<file path="config.mk">
export PLATFORM = sky130hd
export DESIGN_NAME = march_bist
export DESIGN_NICKNAME = d
export VERILOG_FILES = /design/src/rtl/march_bist_pkg.sv /design/src/rtl/march_ctrl.sv /design/src/rtl/march_dp.sv /design/src/rtl/march_bist.sv
export SDC_FILE = /design/constraint.sdc
export NUM_CORES = 1
export LEC_CHECK = 0
export BUFFER_PORTS_ARGS = -buffer_cell sky130_fd_sc_hd__buf_2
export CORE_AREA = 5 5 73 75
export CTS_BUF_LIST = sky130_fd_sc_hd__clkbuf_16
export DETAILED_ROUTE_END_ITERATION = 12
export DIE_AREA = 0 0 78 80
export GPL_ROUTABILITY_DRIVEN = 0
export GPL_TIMING_DRIVEN = 0
export HOLD_SLACK_MARGIN = 0.08
export PLACE_DENSITY = 0.83
export SYNTH_ARGS = -nofsm -noshare
export SYNTH_HDL_FRONTEND = slang
export SYNTH_SLANG_ARGS = --single-unit
</file>
<file path="constraint.sdc">
create_clock -name clk -period 9.6 [get_ports clk]
set_clock_uncertainty 0.05 [all_clocks]
set_input_delay 0.96 -clock clk [delete_from_list [all_inputs] [get_ports clk]]
set_output_delay 0.96 -clock clk [all_outputs]
set_load 0.1 [all_outputs]
</file>
<file path="src/rtl/march_bist_pkg.sv">
`timescale 1ns/1ps
package march_bist_pkg;

  localparam logic [1:0] ALG_MATSP  = 2'd0;
  localparam logic [1:0] ALG_MARCHX = 2'd1;
  localparam logic [1:0] ALG_MARCHC = 2'd2;

  typedef struct packed {
    logic isWrite;
    logic val;
  } opT;

  typedef struct packed {
    logic       down;
    logic [1:0] nOps;
    opT         op0;
    opT         op1;
  } elemT;

  typedef struct packed {
    logic clear;
    logic addrLoad;
    logic loadDown;
    logic addrStep;
    logic stepDown;
    logic issue;
    logic isWrite;
    logic val;
  } strobeT;

  typedef enum logic [1:0] {
    ST_IDLE  = 2'd0,
    ST_RUN   = 2'd1,
    ST_DRAIN = 2'd2,
    ST_DONE  = 2'd3
  } stateT;

  localparam opT OP_W0 = '{isWrite: 1'b1, val: 1'b0};
  localparam opT OP_W1 = '{isWrite: 1'b1, val: 1'b1};
  localparam opT OP_R0 = '{isWrite: 1'b0, val: 1'b0};
  localparam opT OP_R1 = '{isWrite: 1'b0, val: 1'b1};

  function automatic elemT mkElem(input logic down, input logic [1:0] n,
                                  input opT a, input opT b);
    elemT e;
    e.down = down;
    e.nOps = n;
    e.op0  = a;
    e.op1  = b;
    return e;
  endfunction

  // Number of elements in each algorithm.
  function automatic logic [2:0] elemCount(input logic [1:0] alg);
    case (alg)
      ALG_MATSP:  return 3'd3;
      ALG_MARCHX: return 3'd4;
      default:    return 3'd6;
    endcase
  endfunction

  // Element descriptor; any-order elements are run ascending.
  function automatic elemT elemOf(input logic [1:0] alg, input logic [2:0] idx);
    elemT e;
    e = mkElem(1'b0, 2'd1, OP_W0, OP_W0);
    case (alg)
      ALG_MATSP: begin
        case (idx)
          3'd1:    e = mkElem(1'b0, 2'd2, OP_R0, OP_W1);
          3'd2:    e = mkElem(1'b1, 2'd2, OP_R1, OP_W0);
          default: e = mkElem(1'b0, 2'd1, OP_W0, OP_W0);
        endcase
      end
      ALG_MARCHX: begin
        case (idx)
          3'd1:    e = mkElem(1'b0, 2'd2, OP_R0, OP_W1);
          3'd2:    e = mkElem(1'b1, 2'd2, OP_R1, OP_W0);
          3'd3:    e = mkElem(1'b0, 2'd1, OP_R0, OP_R0);
          default: e = mkElem(1'b0, 2'd1, OP_W0, OP_W0);
        endcase
      end
      default: begin
        case (idx)
          3'd1:    e = mkElem(1'b0, 2'd2, OP_R0, OP_W1);
          3'd2:    e = mkElem(1'b0, 2'd2, OP_R1, OP_W0);
          3'd3:    e = mkElem(1'b1, 2'd2, OP_R0, OP_W1);
          3'd4:    e = mkElem(1'b1, 2'd2, OP_R1, OP_W0);
          3'd5:    e = mkElem(1'b0, 2'd1, OP_R0, OP_R0);
          default: e = mkElem(1'b0, 2'd1, OP_W0, OP_W0);
        endcase
      end
    endcase
    return e;
  endfunction

endpackage

</file>
<file path="src/rtl/march_ctrl.sv">
`timescale 1ns/1ps
module march_ctrl
  import march_bist_pkg::*;
(
  input  logic       clk,
  input  logic       rstN,
  input  logic       start,
  input  logic [1:0] algoSel,
  input  logic       addrLast,
  output strobeT     stb,
  output logic       done
);

  stateT      state;
  logic [1:0] alg;
  logic [2:0] elemIdx;
  logic       opIdx;

  elemT cur;
  elemT nxt;
  elemT first;
  opT   curOp;
  logic lastOp;
  logic lastElem;

  always_comb begin
    cur      = elemOf(alg, elemIdx);
    nxt      = elemOf(alg, elemIdx + 3'd1);
    first    = elemOf(algoSel, 3'd0);
    curOp    = opIdx ? cur.op1 : cur.op0;
    lastOp   = ({1'b0, opIdx} == (cur.nOps - 2'd1));
    lastElem = (elemIdx == (elemCount(alg) - 3'd1));
  end

  always_comb begin
    stb = '0;
    case (state)
      ST_IDLE: begin
        if (start) begin
          stb.clear    = 1'b1;
          stb.addrLoad = 1'b1;
          stb.loadDown = first.down;
        end
      end
      ST_RUN: begin
        stb.issue   = 1'b1;
        stb.isWrite = curOp.isWrite;
        stb.val     = curOp.val;
        if (lastOp) begin
          if (addrLast) begin
            if (!lastElem) begin
              stb.addrLoad = 1'b1;
              stb.loadDown = nxt.down;
            end
          end else begin
            stb.addrStep = 1'b1;
            stb.stepDown = cur.down;
          end
        end
      end
      default: ;
    endcase
  end

  always_ff @(posedge clk or negedge rstN) begin
    if (!rstN) begin
      state   <= ST_IDLE;
      alg     <= ALG_MATSP;
      elemIdx <= 3'd0;
      opIdx   <= 1'b0;
    end else begin
      case (state)
        ST_IDLE: begin
          if (start) begin
            alg     <= algoSel;
            elemIdx <= 3'd0;
            opIdx   <= 1'b0;
            state   <= ST_RUN;
          end
        end
        ST_RUN: begin
          if (lastOp) begin
            opIdx <= 1'b0;
            if (addrLast) begin
              if (lastElem) state <= ST_DRAIN;
              else          elemIdx <= elemIdx + 3'd1;
            end
          end else begin
            opIdx <= 1'b1;
          end
        end
        ST_DRAIN: state <= ST_DONE;
        default:  state <= ST_IDLE;
      endcase
    end
  end

  assign done = (state == ST_DONE);

  AST_OP_IN_ELEM: assert property (@(posedge clk) disable iff (!rstN)
    (state == ST_RUN) |-> ({1'b0, opIdx} < cur.nOps));
  AST_ELEM_MONOTONIC: assert property (@(posedge clk) disable iff (!rstN)
    (state == ST_RUN && $past(state) == ST_RUN) |-> (elemIdx >= $past(elemIdx)));
  AST_DONE_ONE_CYCLE: assert property (@(posedge clk) disable iff (!rstN)
    done |=> !done);
  AST_DONE_AFTER_DRAIN: assert property (@(posedge clk) disable iff (!rstN)
    $rose(done) |-> ($past(state) == ST_DRAIN));

endmodule

</file>
<file path="src/rtl/march_dp.sv">
`timescale 1ns/1ps
module march_dp
  import march_bist_pkg::*;
#(
  parameter int ADDR_W = 6,
  parameter int DATA_W = 8
) (
  input  logic              clk,
  input  logic              rstN,
  input  strobeT            stb,
  input  logic [DATA_W-1:0] rdData,
  output logic [ADDR_W-1:0] bistAddr,
  output logic [DATA_W-1:0] bistWdata,
  output logic              bistWe,
  output logic              addrLast,
  output logic              fail,
  output logic [ADDR_W-1:0] failAddr,
  output logic [DATA_W-1:0] failData
);

  localparam logic [ADDR_W-1:0] ADDR_TOP = {ADDR_W{1'b1}};
  localparam logic [ADDR_W-1:0] ADDR_ONE = {{(ADDR_W-1){1'b0}}, 1'b1};

  logic [ADDR_W-1:0] addr;
  logic              dirDown;
  logic              cmpValid;
  logic [DATA_W-1:0] cmpExp;
  logic [ADDR_W-1:0] cmpAddr;
  logic              mismatch;

  // Address counter; dirDown tracks the current element's direction.
  always_ff @(posedge clk or negedge rstN) begin
    if (!rstN) begin
      addr    <= '0;
      dirDown <= 1'b0;
    end else if (stb.addrLoad) begin
      addr    <= stb.loadDown ? ADDR_TOP : '0;
      dirDown <= stb.loadDown;
    end else if (stb.addrStep) begin
      addr    <= stb.stepDown ? (addr - ADDR_ONE) : (addr + ADDR_ONE);
    end
  end

  assign addrLast  = dirDown ? (addr == '0) : (addr == ADDR_TOP);
  assign bistAddr  = addr;
  assign bistWe    = stb.issue & stb.isWrite;
  assign bistWdata = {DATA_W{stb.val}};

  // Read pipeline: expected word and address follow the read by one cycle.
  always_ff @(posedge clk or negedge rstN) begin
    if (!rstN) begin
      cmpValid <= 1'b0;
      cmpExp   <= '0;
      cmpAddr  <= '0;
    end else begin
      cmpValid <= stb.issue & ~stb.isWrite;
      cmpExp   <= {DATA_W{stb.val}};
      cmpAddr  <= addr;
    end
  end

  assign mismatch = cmpValid && (rdData != cmpExp);

  always_ff @(posedge clk or negedge rstN) begin
    if (!rstN) begin
      fail     <= 1'b0;
      failAddr <= '0;
      failData <= '0;
    end else if (stb.clear) begin
      fail     <= 1'b0;
      failAddr <= '0;
      failData <= '0;
    end else if (mismatch && !fail) begin
      fail     <= 1'b1;
      failAddr <= cmpAddr;
      failData <= rdData;
    end
  end

  AST_FAIL_STICKY: assert property (@(posedge clk) disable iff (!rstN)
    (fail && !stb.clear) |=> fail);
  AST_CAPTURE_HOLD: assert property (@(posedge clk) disable iff (!rstN)
    (fail && $past(fail) && !$past(stb.clear)) |-> ($stable(failAddr) && $stable(failData)));
  AST_CLEAR_ON_START: assert property (@(posedge clk) disable iff (!rstN)
    stb.clear |=> (!fail && failAddr == '0));

endmodule

</file>
<file path="src/rtl/march_bist.sv">
`timescale 1ns/1ps
module march_bist
  import march_bist_pkg::*;
#(
  parameter int ADDR_W = 6,
  parameter int DATA_W = 8
) (
  input  logic              clk,
  input  logic              rstN,
  input  logic              testMode,
  input  logic              start,
  input  logic [1:0]        algoSel,
  input  logic [ADDR_W-1:0] sysAddr,
  input  logic [DATA_W-1:0] sysWdata,
  input  logic              sysWe,
  input  logic [DATA_W-1:0] memRdata,
  output logic [ADDR_W-1:0] memAddr,
  output logic [DATA_W-1:0] memWdata,
  output logic              memWe,
  output logic              done,
  output logic              fail,
  output logic [ADDR_W-1:0] failAddr,
  output logic [DATA_W-1:0] failData
);

  strobeT            stb;
  logic              addrLast;
  logic [ADDR_W-1:0] bistAddr;
  logic [DATA_W-1:0] bistWdata;
  logic              bistWe;

  march_ctrl u_ctrl (
    .clk      (clk),
    .rstN     (rstN),
    .start    (start),
    .algoSel  (algoSel),
    .addrLast (addrLast),
    .stb      (stb),
    .done     (done)
  );

  march_dp #(
    .ADDR_W (ADDR_W),
    .DATA_W (DATA_W)
  ) u_dp (
    .clk       (clk),
    .rstN      (rstN),
    .stb       (stb),
    .rdData    (memRdata),
    .bistAddr  (bistAddr),
    .bistWdata (bistWdata),
    .bistWe    (bistWe),
    .addrLast  (addrLast),
    .fail      (fail),
    .failAddr  (failAddr),
    .failData  (failData)
  );

  always_comb begin
    if (testMode) begin
      memAddr  = bistAddr;
      memWdata = bistWdata;
      memWe    = bistWe;
    end else begin
      memAddr  = sysAddr;
      memWdata = sysWdata;
      memWe    = sysWe;
    end
  end

  AST_TEST_WE_ONLY_RUN: assert property (@(posedge clk) disable iff (!rstN)
    (testMode && memWe) |-> stb.issue);

endmodule

</file>
==> results.py, run 1 <==
metrics = {
    "run_status": {
        "status": "finished, final reports clean",
    },
    "pwr": {
        "power.total_uw": 363,
        "netSwitchingFraction": 0.273,
        "p_int_uw": 264,
        "power_density_nw_per_um2": 119,
        "irDropWorstVdd_uv": 71.6,
        "power_switching_uw": 99.2,
        "power_frac_clock": 0.440,
        "power.leakage_uw": 0.00149,
        "p_seq_frac": 0.442,
        "pwr-share-comb": 0.118,
    },
    "die": {
        "die_area_um2": 6240,
        "initial_core_util": 0.555,
        "die_width_um": 78,
        "coreArea_um2": 4600,
        "ios": 60,
        "rows": 25,
        "dieHeight_um": 80,
    },
    "cts": {
        "clk_latency_ns": 0.28,
        "post_cts_buffers": 0,
        "post_cts_hold_buffer_count": 0,
        "clk_pin_slew_ns": 0.06,
        "numCtsBuffers": 5,
        "h-tree-depth": 2,
        "cts_tree": "done",
        "cts.sinks": 38,
        "clockBufferDepth": 2,
        "ctsResizeCount": 0,
        "cts-root-buf": "clkbuf_16",
    },
    "finish": {
        "mostFrequentLayoutCells": "60 x buf_2, 38 x dfrtp_1, 28 x nor2_1",
        "drive_above_1_share": 0.275,
        "nNetsFinal": 380,
        "area_growth_pct": 19.6,
        "diodes": 0,
        "num-fill-cells": 376,
        "final_common_cell": "buf_2",
    },
    "setup_path": {
        "crit_chain": "or2_2, ha_1, buf_2, nor2b_1, o22ai_2, a2111oi_4, nor2_1, nor2_1, and2_1, ha_1, a211oi_1, o21a_1, o21a_1, o221ai_1, o32a_1, nand2_1",
        "path_delay_family": "compound AO/OA/AOI/OAI gates",
        "r2r_slack_ns": 5.56,
        "worstSetupPathType": "flop to flop",
        "cp_slowest_stage_delay_ns": 0.49,
        "worstPathRequired_ns": 9.78,
        "reg2reg_from": "u_ctrl.alg[1]",
        "timing.rr.end": "u_dp.bistAddr[5]",
        "cp_slowest_cell": "a2111oi_4",
        "endpoint_kind": "flop",
        "r2r_cells": 16,
        "cp_num_buf_inv": 1,
        "worstPathArrival_ns": 4.22,
        "startpoint_type": "flop",
        "cp_max_fo": 10,
    },
    "route": {
        "viasPerCell": 5.78,
        "ant_nets": 0,
        "drt_iter0_drc": 81,
        "routed_wl_mm": 6.13,
        "vias": 2250,
        "drc": 0,
        "drt-pass1-iter-count": 4,
        "avgRoutedWirePerCell_um": 15.7,
    },
    "synthesis": {
        "synth-edff-count": 0,
        "synth_cells": 269,
        "synth_ff_type": "dfrtp_1",
        "synth_top_area_frac": 0.373,
        "ys_seq_elements": 38,
        "synth_area_leaders": "dfrtp_1 37%, ha_1 7.9%, mux2i_1 5.9%",
        "yosysWarnings": 0,
        "synth_area_um2": 2550,
        "synth.largest_area_cell": "dfrtp_1",
        "avgSynthCellArea_um2": 9.48,
        "syn-num-nets": 315,
        "synthArstFlopShare": 1.00,
        "synth_cell_types": 59,
        "synth.yosys.seq_area_share": 0.373,
    },
    "timing": {
        "max_slew.worst_pin.slew_ns": 0.829,
        "relSlewSlack": 0.447,
        "finalSetupTns_ns": 0,
        "period_share": 0.421,
        "slew_violations": 0,
        "finalHoldWorstSlack_ns": 0.320,
        "min_period_ns": 4.04,
        "timing.fmax_mhz": 247,
        "finalHoldViolations": 0,
        "setup_viol": 0,
        "grt_setup_unrepaired": "no",
    },
    "placement": {
        "io_buffer_count": 58,
        "hpwl_mm": 4.57,
    },
    "run": {
        "cap_violations": 0,
    },
    "global_route": {
        "grtUsageTotal": 0.201,
        "grt_max_degree": 39,
        "gr-total-overflow": 0,
        "grt_first_pass_wirelength_mm": 10.1,
        "grt_pass1_vias": 2158,
        "antenna_found_initial": 0,
    },
    "worst_hold_path": {
        "worstHoldStart": "u_dp.bistAddr[0]",
        "min_to": "u_dp.cmpAddr[0]",
        "hp-class": "flop to flop",
        "worstHoldPathCells": 0,
    },
}
## Yosys cell counts (all sizes together) (2+ instances only)
master / number
dfrtp: 38
nor2: 28
nand2: 21
o21ai: 21
inv: 20
ha: 16
mux2i: 15
a21oi: 8
mux2: 8
clkbuf: 7
nor3: 7
a211oi: 5
and2: 5
nand4: 5
a21o: 4
buf: 4
nand2b: 4
nand3: 4
o21a: 4
a21boi: 3
o221ai: 3
o311ai: 3
xnor2: 3
and4b: 2
nor2b: 2
nor4: 2
nor4b: 2
o21bai: 2
o221a: 2
o22ai: 2
or2: 2
or3: 2
xor2: 2
## worst register-to-register path: stages (launching register included)
cell and delay, ns:
dfrtp_1 0.46, or2_2 0.35, ha_1 0.20, buf_2 0.18
nor2b_1 0.24, o22ai_2 0.16, a2111oi_4 0.49, nor2_1 0.16
nor2_1 0.14, and2_1 0.23, ha_1 0.27, a211oi_1 0.25
o21a_1 0.19, o21a_1 0.13, o221ai_1 0.13, o32a_1 0.32
nand2_1 0.06
## worst max path at each step
stage                       start          endpoint  cells after the start
floorplan                testMode       memWdata[0]                      3
finish              u_ctrl.alg[1]  u_dp.bistAddr[5]                     16
CTS                 u_ctrl.alg[1]  u_dp.bistAddr[5]                     16
global route        u_ctrl.alg[1]  u_dp.bistAddr[5]                     16
detailed placement  u_ctrl.alg[1]  u_dp.bistAddr[5]                     16
global placement    u_ctrl.alg[1]  u_dp.bistAddr[5]                     16
## metal layers
metal	vias to the layer above	global-route usage	part of all wire
li1	1090	-	-
met1	1070	0.254	0.42
met2	78	0.341	0.50
met3	12	0.0384	0.062
met4	0	0.0743	0.020
met5	-	0	0
## registers in the layout (all words and copies together), names as in the netlist
register        flops
u_dp.failData       8
u_dp.bistAddr       6
u_dp.cmpAddr        6
u_dp.failAddr       6
u_ctrl.elemIdx      3
u_ctrl.alg          2
u_ctrl.state        2
u_ctrl.opIdx        1
u_dp.cmpExp         1
u_dp.cmpValid       1
u_dp.dirDown        1
u_dp.fail           1
## through the flow
stage               area (µm²)   util  worst slack, ns  cells
finish                    3050  0.663             5.56    389
global placement          2910  0.632             5.66    381
detailed placement        2910  0.632             5.63    381
floorplan                 2550      -             5.12    269
CTS                       3050  0.663             5.60    389
global route              3050  0.663             5.30    389
## cell type report
type | instances | area (µm²) | share of cell area
timing repair buffer | 58 | 290 | 0.0952
inverter | 20 | 75.1 | 0.0246
tap | 54 | 67.6 | 0.0222
clock buffer | 5 | 125 | 0.0410
buffer | 11 | 47.5 | 0.0156
multi-input combinational | 200 | 1480 | 0.484
sequential | 38 | 951 | 0.312
clock inverter | 3 | 16.3 | 0.00533
## cells by family after synthesis
group / share of synthesized area
buffers and inverters: 0.0481
adders and majority gates: 0.0864
xor gates and xnor gates: 0.0172
DFF: 0.373
and+or+nand+nor: 0.180
muxes: 0.0942
AOI/OAI and AO/OA: 0.201
## power groups by stage
stage          combinational (µW)  sequential [µW]  clock (µW)
6_report                     42.9              160         160
5_1_grt                      45.4              160         169
4_1_cts                      43.3              160         160
3_5_place_dp                 43.2              163           0
3_3_place_gp                 42.5              163           0
2_1_floorplan                29.7              163           0
No activity file was read; power rests on OpenSTA's default activity.
==> run 2, diff against run 1 <==
Settings changed: ABC_AREA from default to 1, CORE_AREA 5 5 73 75 to 5 5 78 80, DIE_AREA 0 0 78 80 to 0 0 83 85, PLACE_DENSITY 0.83 to 0.75.
Clock period 9.6 ns to 3.64 ns, I/O delays scaled along.
==> run 2 against run 1 <==
Hold slack got worse by 0.18 ns. Wire length down 12%. Synthesized cell count grew 20%. Largest cell class unchanged. Via count up 2.3%. Register-to-register slack lost 5.2 ns. Critical path type unchanged.
==> results.py, run 2 <==
metrics = {
    "die": {
        "ios": 60,
        "dieHeight_um": 85,
        "rows": 27,
        "initial_core_util": 0.470,
        "die_area_um2": 7060,
        "die_width_um": 83,
        "coreArea_um2": 5340,
    },
    "finish": {
        "mostFrequentLayoutCells": "73 x nand2_1, 60 x buf_2, 38 x inv_1, 38 x dfrtp_1, 33 x nand3_1",
        "area_growth_pct": 23.3,
        "drive_above_1_share": 0.277,
        "multiInputGateArea_um2": 1370,
        "num-fill-cells": 502,
        "utilization": 0.579,
        "diodes": 0,
        "largest_reg_flops": 8,
        "regArea_um2": 951,
        "top_register": "u_dp.failData",
        "nNetsFinal": 435,
        "final_common_cell": "nand2_1",
    },
    "synthesis": {
        "synthTopCellsByCount": "73 x nand2_1, 38 x dfrtp_1, 38 x inv_1",
        "synth.largest_area_cell": "dfrtp_1",
        "synth_cell_types": 37,
        "yosysWarnings": 0,
        "synth_top_area_frac": 0.379,
        "synth.yosys.seq_area_share": 0.379,
        "synth_cells": 323,
        "synthMuxAreaShare": 0,
        "synth-compound-area-share": 0.123,
        "avgSynthCellArea_um2": 7.77,
        "yosysMostFrequentCell": "nand2_1",
        "syn-num-nets": 369,
        "synth-xor-area-share": 0.0175,
        "synthArstFlopShare": 1.00,
        "synth-edff-count": 0,
        "ys_seq_elements": 38,
        "synth_top_family_by_area": "simple AND/OR/NAND/NOR gates",
        "synth_area_um2": 2510,
        "synth_ff_type": "dfrtp_1",
        "synth_fa_ha_area_frac": 0.0878,
        "synthSimpleGateAreaFrac": 0.314,
        "synth_area_leaders": "dfrtp_1 38%, nand2_1 11%, ha_1 8.0%",
    },
    "timing": {
        "slew_violations": 0,
        "max_slew.worst_pin.slew_ns": 0.826,
        "finalHoldViolations": 0,
        "min_period_ns": 3.25,
        "timing.fmax_mhz": 307,
        "relSlewSlack": 0.450,
        "setup_viol": 0,
        "finalSetupTns_ns": 0,
        "period_share": 0.894,
        "grt_setup_unrepaired": "no",
    },
    "setup_path": {
        "crit_chain": "nor2_2, inv_1, ha_1, inv_2, a21oi_1, nand3_1, nand2_1, nor2_1, nand2_4, nand2_4, nand3_2, inv_1, ha_1, a21oi_1, nand3_1, nand2_1, nand2_1, inv_1, nand4_1, nand3_1, a21oi_2",
        "startpoint_type": "flop",
        "cp_max_fo": 8,
        "r2r_cells": 21,
        "cp_slowest_stage_delay_ns": 0.41,
        "worstPathRequired_ns": 3.76,
        "r2r_slack_ns": 0.39,
        "worstPathArrival_ns": 3.37,
        "endpoint_kind": "flop",
        "reg2reg_from": "u_ctrl.alg[1]",
        "timing.rr.end": "u_dp.bistAddr[5]",
        "cp_slowest_cell": "dfrtp_1",
        "worstSetupPathType": "flop to flop",
    },
    "cts": {
        "cts-root-buf": "clkbuf_16",
        "numCtsBuffers": 5,
        "cts.sinks": 38,
        "clk_latency_ns": 0.28,
        "clockBufferDepth": 2,
        "clk_pin_slew_ns": 0.06,
        "post_cts_buffers": 0,
        "h-tree-depth": 2,
        "cts_tree": "done",
    },
    "global_route": {
        "grt_pass1_vias": 2194,
        "grt_max_degree": 39,
        "grt_first_pass_wirelength_mm": 9.47,
        "antenna_found_initial": 0,
        "gr-total-overflow": 0,
        "grtUsageTotal": 0.158,
    },
    "route": {
        "viasPerCell": 4.98,
        "vias": 2301,
        "drc": 0,
        "routed_wl_mm": 5.38,
        "avgRoutedWirePerCell_um": 11.6,
        "ant_nets": 0,
        "drt_iter0_drc": 79,
        "drt-pass1-iter-count": 4,
    },
    "run": {
        "cap_violations": 0,
    },
    "placement": {
        "hpwl_mm": 4.25,
        "io_buffer_count": 59,
    },
    "run_status": {
        "status": "finished, final reports clean",
    },
    "worst_hold_path": {
        "hp-class": "primary input to asynchronous set/reset pin",
    },
}
[run 2: through the flow]
stage | cell area [µm²] | instances | hold WS [ns] | setup WS, ns
after floorplan | 2510 | 323 | 0.0184 | 0.554
after CTS | 3090 | 462 | 0.170 | 0.340
after global routing | 3090 | 462 | 0.212 | 0.0308
final | 3090 | 462 | 0.136 | 0.386
after global placement | 2890 | 454 | 0.400 | 0.418
after detailed placement | 2890 | 454 | 0.407 | 0.376
[run 2: worst max-delay path by stage]
stage	startpoint	end	slack, ns	cells after the start
after global routing	u_ctrl.alg[1]	u_dp.bistAddr[5]	0.03	21
after detailed placement	u_ctrl.alg[1]	u_dp.bistAddr[5]	0.38	21
after CTS	u_ctrl.alg[1]	u_dp.bistAddr[5]	0.34	21
final	u_ctrl.alg[1]	u_dp.bistAddr[5]	0.39	21
after floorplan	testMode	memWdata[3]	0.55	2
after global placement	u_ctrl.alg[1]	u_dp.bistAddr[5]	0.42	21
[run 2: kinds of logic after synthesis]
group	Yosys count
DFF	38
xor gates and xnor gates	5
AOI/OAI and AO/OA	50
adders and majority gates	17
buffers and inverters	51
and+or+nand+nor	162
[run 2: what timing repair did]
item                       in CTS  in global routing
gates resized for setup         0                  2
hold buffers                    0                  0
setup endpoints to repair       0                  1
[run 2: metal layers]
metal  track usage  vias up  wire length [µm]
met5             0        -                 0
met4        0.0401        0                46
met3        0.0485        6               399
met2         0.259       87              2340
met1         0.204     1019              2590
li1              -     1189                 -
[run 2: final cells by class]
class / count / share of cell area
timing repair buffer: 59 / 0.0955
clock inverter: 3 / 0.0222
sequential: 38 / 0.307
multi-input combinational: 234 / 0.441
inverter: 45 / 0.0562
tap: 72 / 0.0291
buffer: 6 / 0.00769
clock buffer: 5 / 0.0405
[run 2: critical path, delay by kind of cell, from the launching register on]
kind	cells	cell delay, ns
buffers and inverters	4	0.45
AO/OA/AOI/OAI	3	0.38
flip-flops	1	0.41
AND/OR/NAND/NOR	12	1.30
adder cells (fa/ha/maj)	2	0.56
Power of run 2 is not shown: default switching activity piles up to over one toggle a cycle in this logic, so the estimate is an artifact.
==> run 3, diff against run 2 <==
Settings changed: CELL_PAD_IN_SITES_DETAIL_PLACEMENT from default to 0, CELL_PAD_IN_SITES_GLOBAL_PLACEMENT from default to 2, CORE_AREA 5 5 78 80 to 5 5 105 107, DIE_AREA 0 0 83 85 to 0 0 110 112, PLACE_DENSITY 0.75 to default, PLACE_DENSITY_LB_ADDON from default to 0.1, SYNTH_HIERARCHICAL from default to 1.
==> run 3 against run 2 <==
Hold slack better by 0.025 ns. Wire length is 29% higher. Flip-flop and latch count stayed put. Critical path depth is 10 lower. Sequential share of layout area is 2.5 points lower.
==> results.py, run 3 <==
metrics = {
    "finish": {
        "num-fill-cells": 1117,
        "top_register": "u_dp/failData",
        "diodes": 0,
        "area_growth_pct": 24.5,
        "regArea_um2": 951,
        "stdcell_count": 563,
        "largest_reg_flops": 8,
        "mostFrequentLayoutCells": "112 x nand2_1, 58 x buf_2, 43 x nand3_1",
        "nNetsFinal": 472,
        "final_common_cell": "nand2_1",
        "drive_above_1_share": 0.281,
        "multiInputGateArea_um2": 1460,
    },
    "placement": {
        "io_buffer_count": 58,
        "post-place-ws_ns": 0.0140,
        "hpwl_mm": 5.35,
        "dp.cells": 555,
    },
    "setup_path": {
        "worstPathArrival_ns": 2.93,
        "startpoint_type": "flop",
        "timing.rr.end": "u_dp/bistAddr[4]",
        "reg2reg_from": "u_ctrl/alg[1]",
        "r2r_cells": 20,
        "endpoint_kind": "output port",
        "cp_max_fo": 9,
        "r2r_slack_ns": 0.56,
        "cp-endpoint": "memWdata[2]",
        "startpoint": "u_ctrl/alg[1]",
        "worstSetupPathType": "flop to output port",
        "worstPathRequired_ns": 3.23,
    },
    "route": {
        "routed_wl_mm": 6.96,
        "drt_iter0_drc": 108,
        "avgRoutedWirePerCell_um": 12.4,
        "vias": 2423,
        "ant_nets": 0,
        "drt-pass1-iter-count": 4,
        "drc": 0,
        "viasPerCell": 4.30,
    },
    "timing": {
        "timing.fmax_mhz": 299,
        "finalHoldWorstSlack_ns": 0.162,
        "relSlewSlack": 0.397,
        "max_slew.worst_pin.slew_ns": 0.904,
        "min_period_ns": 3.35,
        "finalHoldViolations": 0,
        "timing.final.ws_setup_ns": 0.291,
        "finalSetupTns_ns": 0,
        "setup_viol": 0,
        "slew_violations": 0,
        "grt_setup_unrepaired": "no",
        "period_share": 0.920,
    },
    "synthesis": {
        "syn-num-nets": 407,
        "synth-edff-count": 0,
        "synth_ff_type": "dfrtp_1",
        "synth.yosys.seq_area_share": 0.352,
        "avgSynthCellArea_um2": 7.48,
        "synthArstFlopShare": 1.00,
        "synthTopCellsByCount": "112 x nand2_1, 43 x nand3_1, 38 x dfrtp_1",
        "synth_area_um2": 2700,
        "synth.largest_area_cell": "dfrtp_1",
        "synth_area_leaders": "dfrtp_1 35%, nand2_1 16%, nand3_1 8.0%",
        "synth_cells": 361,
        "synth_cell_types": 37,
        "yosysWarnings": 6,
        "ys_seq_elements": 38,
        "synth_top_area_frac": 0.352,
        "yosysMostFrequentCell": "nand2_1",
    },
    "die": {
        "rows": 37,
        "die_area_um2": 12300,
        "die_width_um": 110,
        "initial_core_util": 0.269,
        "coreArea_um2": 10000,
        "ios": 60,
        "dieHeight_um": 112,
    },
    "cts": {
        "clk_latency_ns": 0.28,
        "cts_tree": "done",
        "numCtsBuffers": 5,
        "post_cts_hold_buffer_count": 0,
        "cts.sinks": 38,
        "post_cts_buffers": 0,
        "cts-root-buf": "clkbuf_16",
        "clk_pin_slew_ns": 0.06,
        "h-tree-depth": 2,
        "clockBufferDepth": 2,
    },
    "worst_hold_path": {
        "hp-class": "primary input to asynchronous set/reset pin",
    },
    "global_route": {
        "grt_max_degree": 39,
        "grtUsageTotal": 0.120,
        "grt_pass1_vias": 2334,
        "gr-total-overflow": 0,
        "antenna_found_initial": 0,
        "grt_first_pass_wirelength_mm": 11.7,
    },
    "pwr": {
        "power_density_nw_per_um2": 930,
        "irDropWorstVdd_uv": 325,
        "power.leakage_uw": 0.00188,
    },
    "run_status": {
        "status": "finished, final reports clean",
    },
    "run": {
        "cap_violations": 0,
    },
}
## run 3: stage by stage
stage / total power [µW] / utilization / instance area [µm²]
2_1_floorplan: 2220 / - / 2700
4_1_cts: 3180 / 0.335 / 3360
3_5_place_dp: 2580 / 0.315 / 3160
6_report: 3130 / 0.335 / 3360
5_1_grt: 3380 / 0.335 / 3360
3_3_place_gp: 2590 / 0.315 / 3160
## run 3: what timing repair did
action,4_1_cts,5_1_grt
gates resized for setup,1,1
hold endpoints to repair,0,0
pin swaps,0,0
endpoints found under the setup margin,8,1
## run 3: area by class of cell
type / count / share of cell area
Buffer: 15 / 0.0406
Clock buffer: 5 / 0.0372
Clock inverter: 3 / 0.0205
Inverter: 42 / 0.0484
Multi-Input combinational cell: 266 / 0.434
Sequential cell: 38 / 0.283
Tap cell: 136 / 0.0506
Timing Repair Buffer: 58 / 0.0863
## run 3: routing by layer
metal,global-route usage,part of all wire,up-vias
li1,-,-,1269
met1,0.164,0.47,1108
met2,0.191,0.48,41
met3,0.0238,0.047,5
met4,0.0299,0.0069,0
met5,0,0,-
## run 3: cells by family (layout without fill, tap and decap cells)
kind of cell | count (synthesis) | in the layout | synth area share
adders and majority gates | 17 | 17 | 0.0815
DFF | 38 | 38 | 0.352
buffers and inverters | 57 | 123 | 0.111
AOI/OAI and AO/OA | 27 | 27 | 0.0565
and+or+nand+nor | 218 | 218 | 0.386
xor gates and xnor gates | 4 | 4 | 0.0130
## run 3: where the power goes
part / leakage (µW) / switching, µW / internal (µW)
clock: 0.0000940 / 180 / 394
combinational: 0.00127 / 1380 / 495
sequential: 0.000512 / 124 / 555
## run 3: worst min path at each step
stage                    startpoint                end  slack, ns  cells past startpoint
detailed placement  u_dp/cmpAddr[1]   u_dp/failAddr[1]       0.41                      2
global placement    u_dp/cmpAddr[1]   u_dp/failAddr[1]       0.41                      2
finish                         rstN  u_ctrl/elemIdx[2]       0.16                      1
floorplan                      rstN      u_ctrl/alg[0]       0.02                      0
global route                   rstN  u_ctrl/elemIdx[2]       0.26                      1
CTS                            rstN  u_ctrl/elemIdx[2]       0.21                      1
## run 3: critical path, cell delays in order (launching register included)
cell and delay, ns:
dfrtp_1 0.39, inv_1 0.11, nand2_1 0.10, ha_1 0.30
inv_2 0.12, o21ai_0 0.12, nand2_1 0.11, a211oi_2 0.65
buf_4 0.22, nand2_1 0.05, nand2_1 0.06, buf_2 0.42
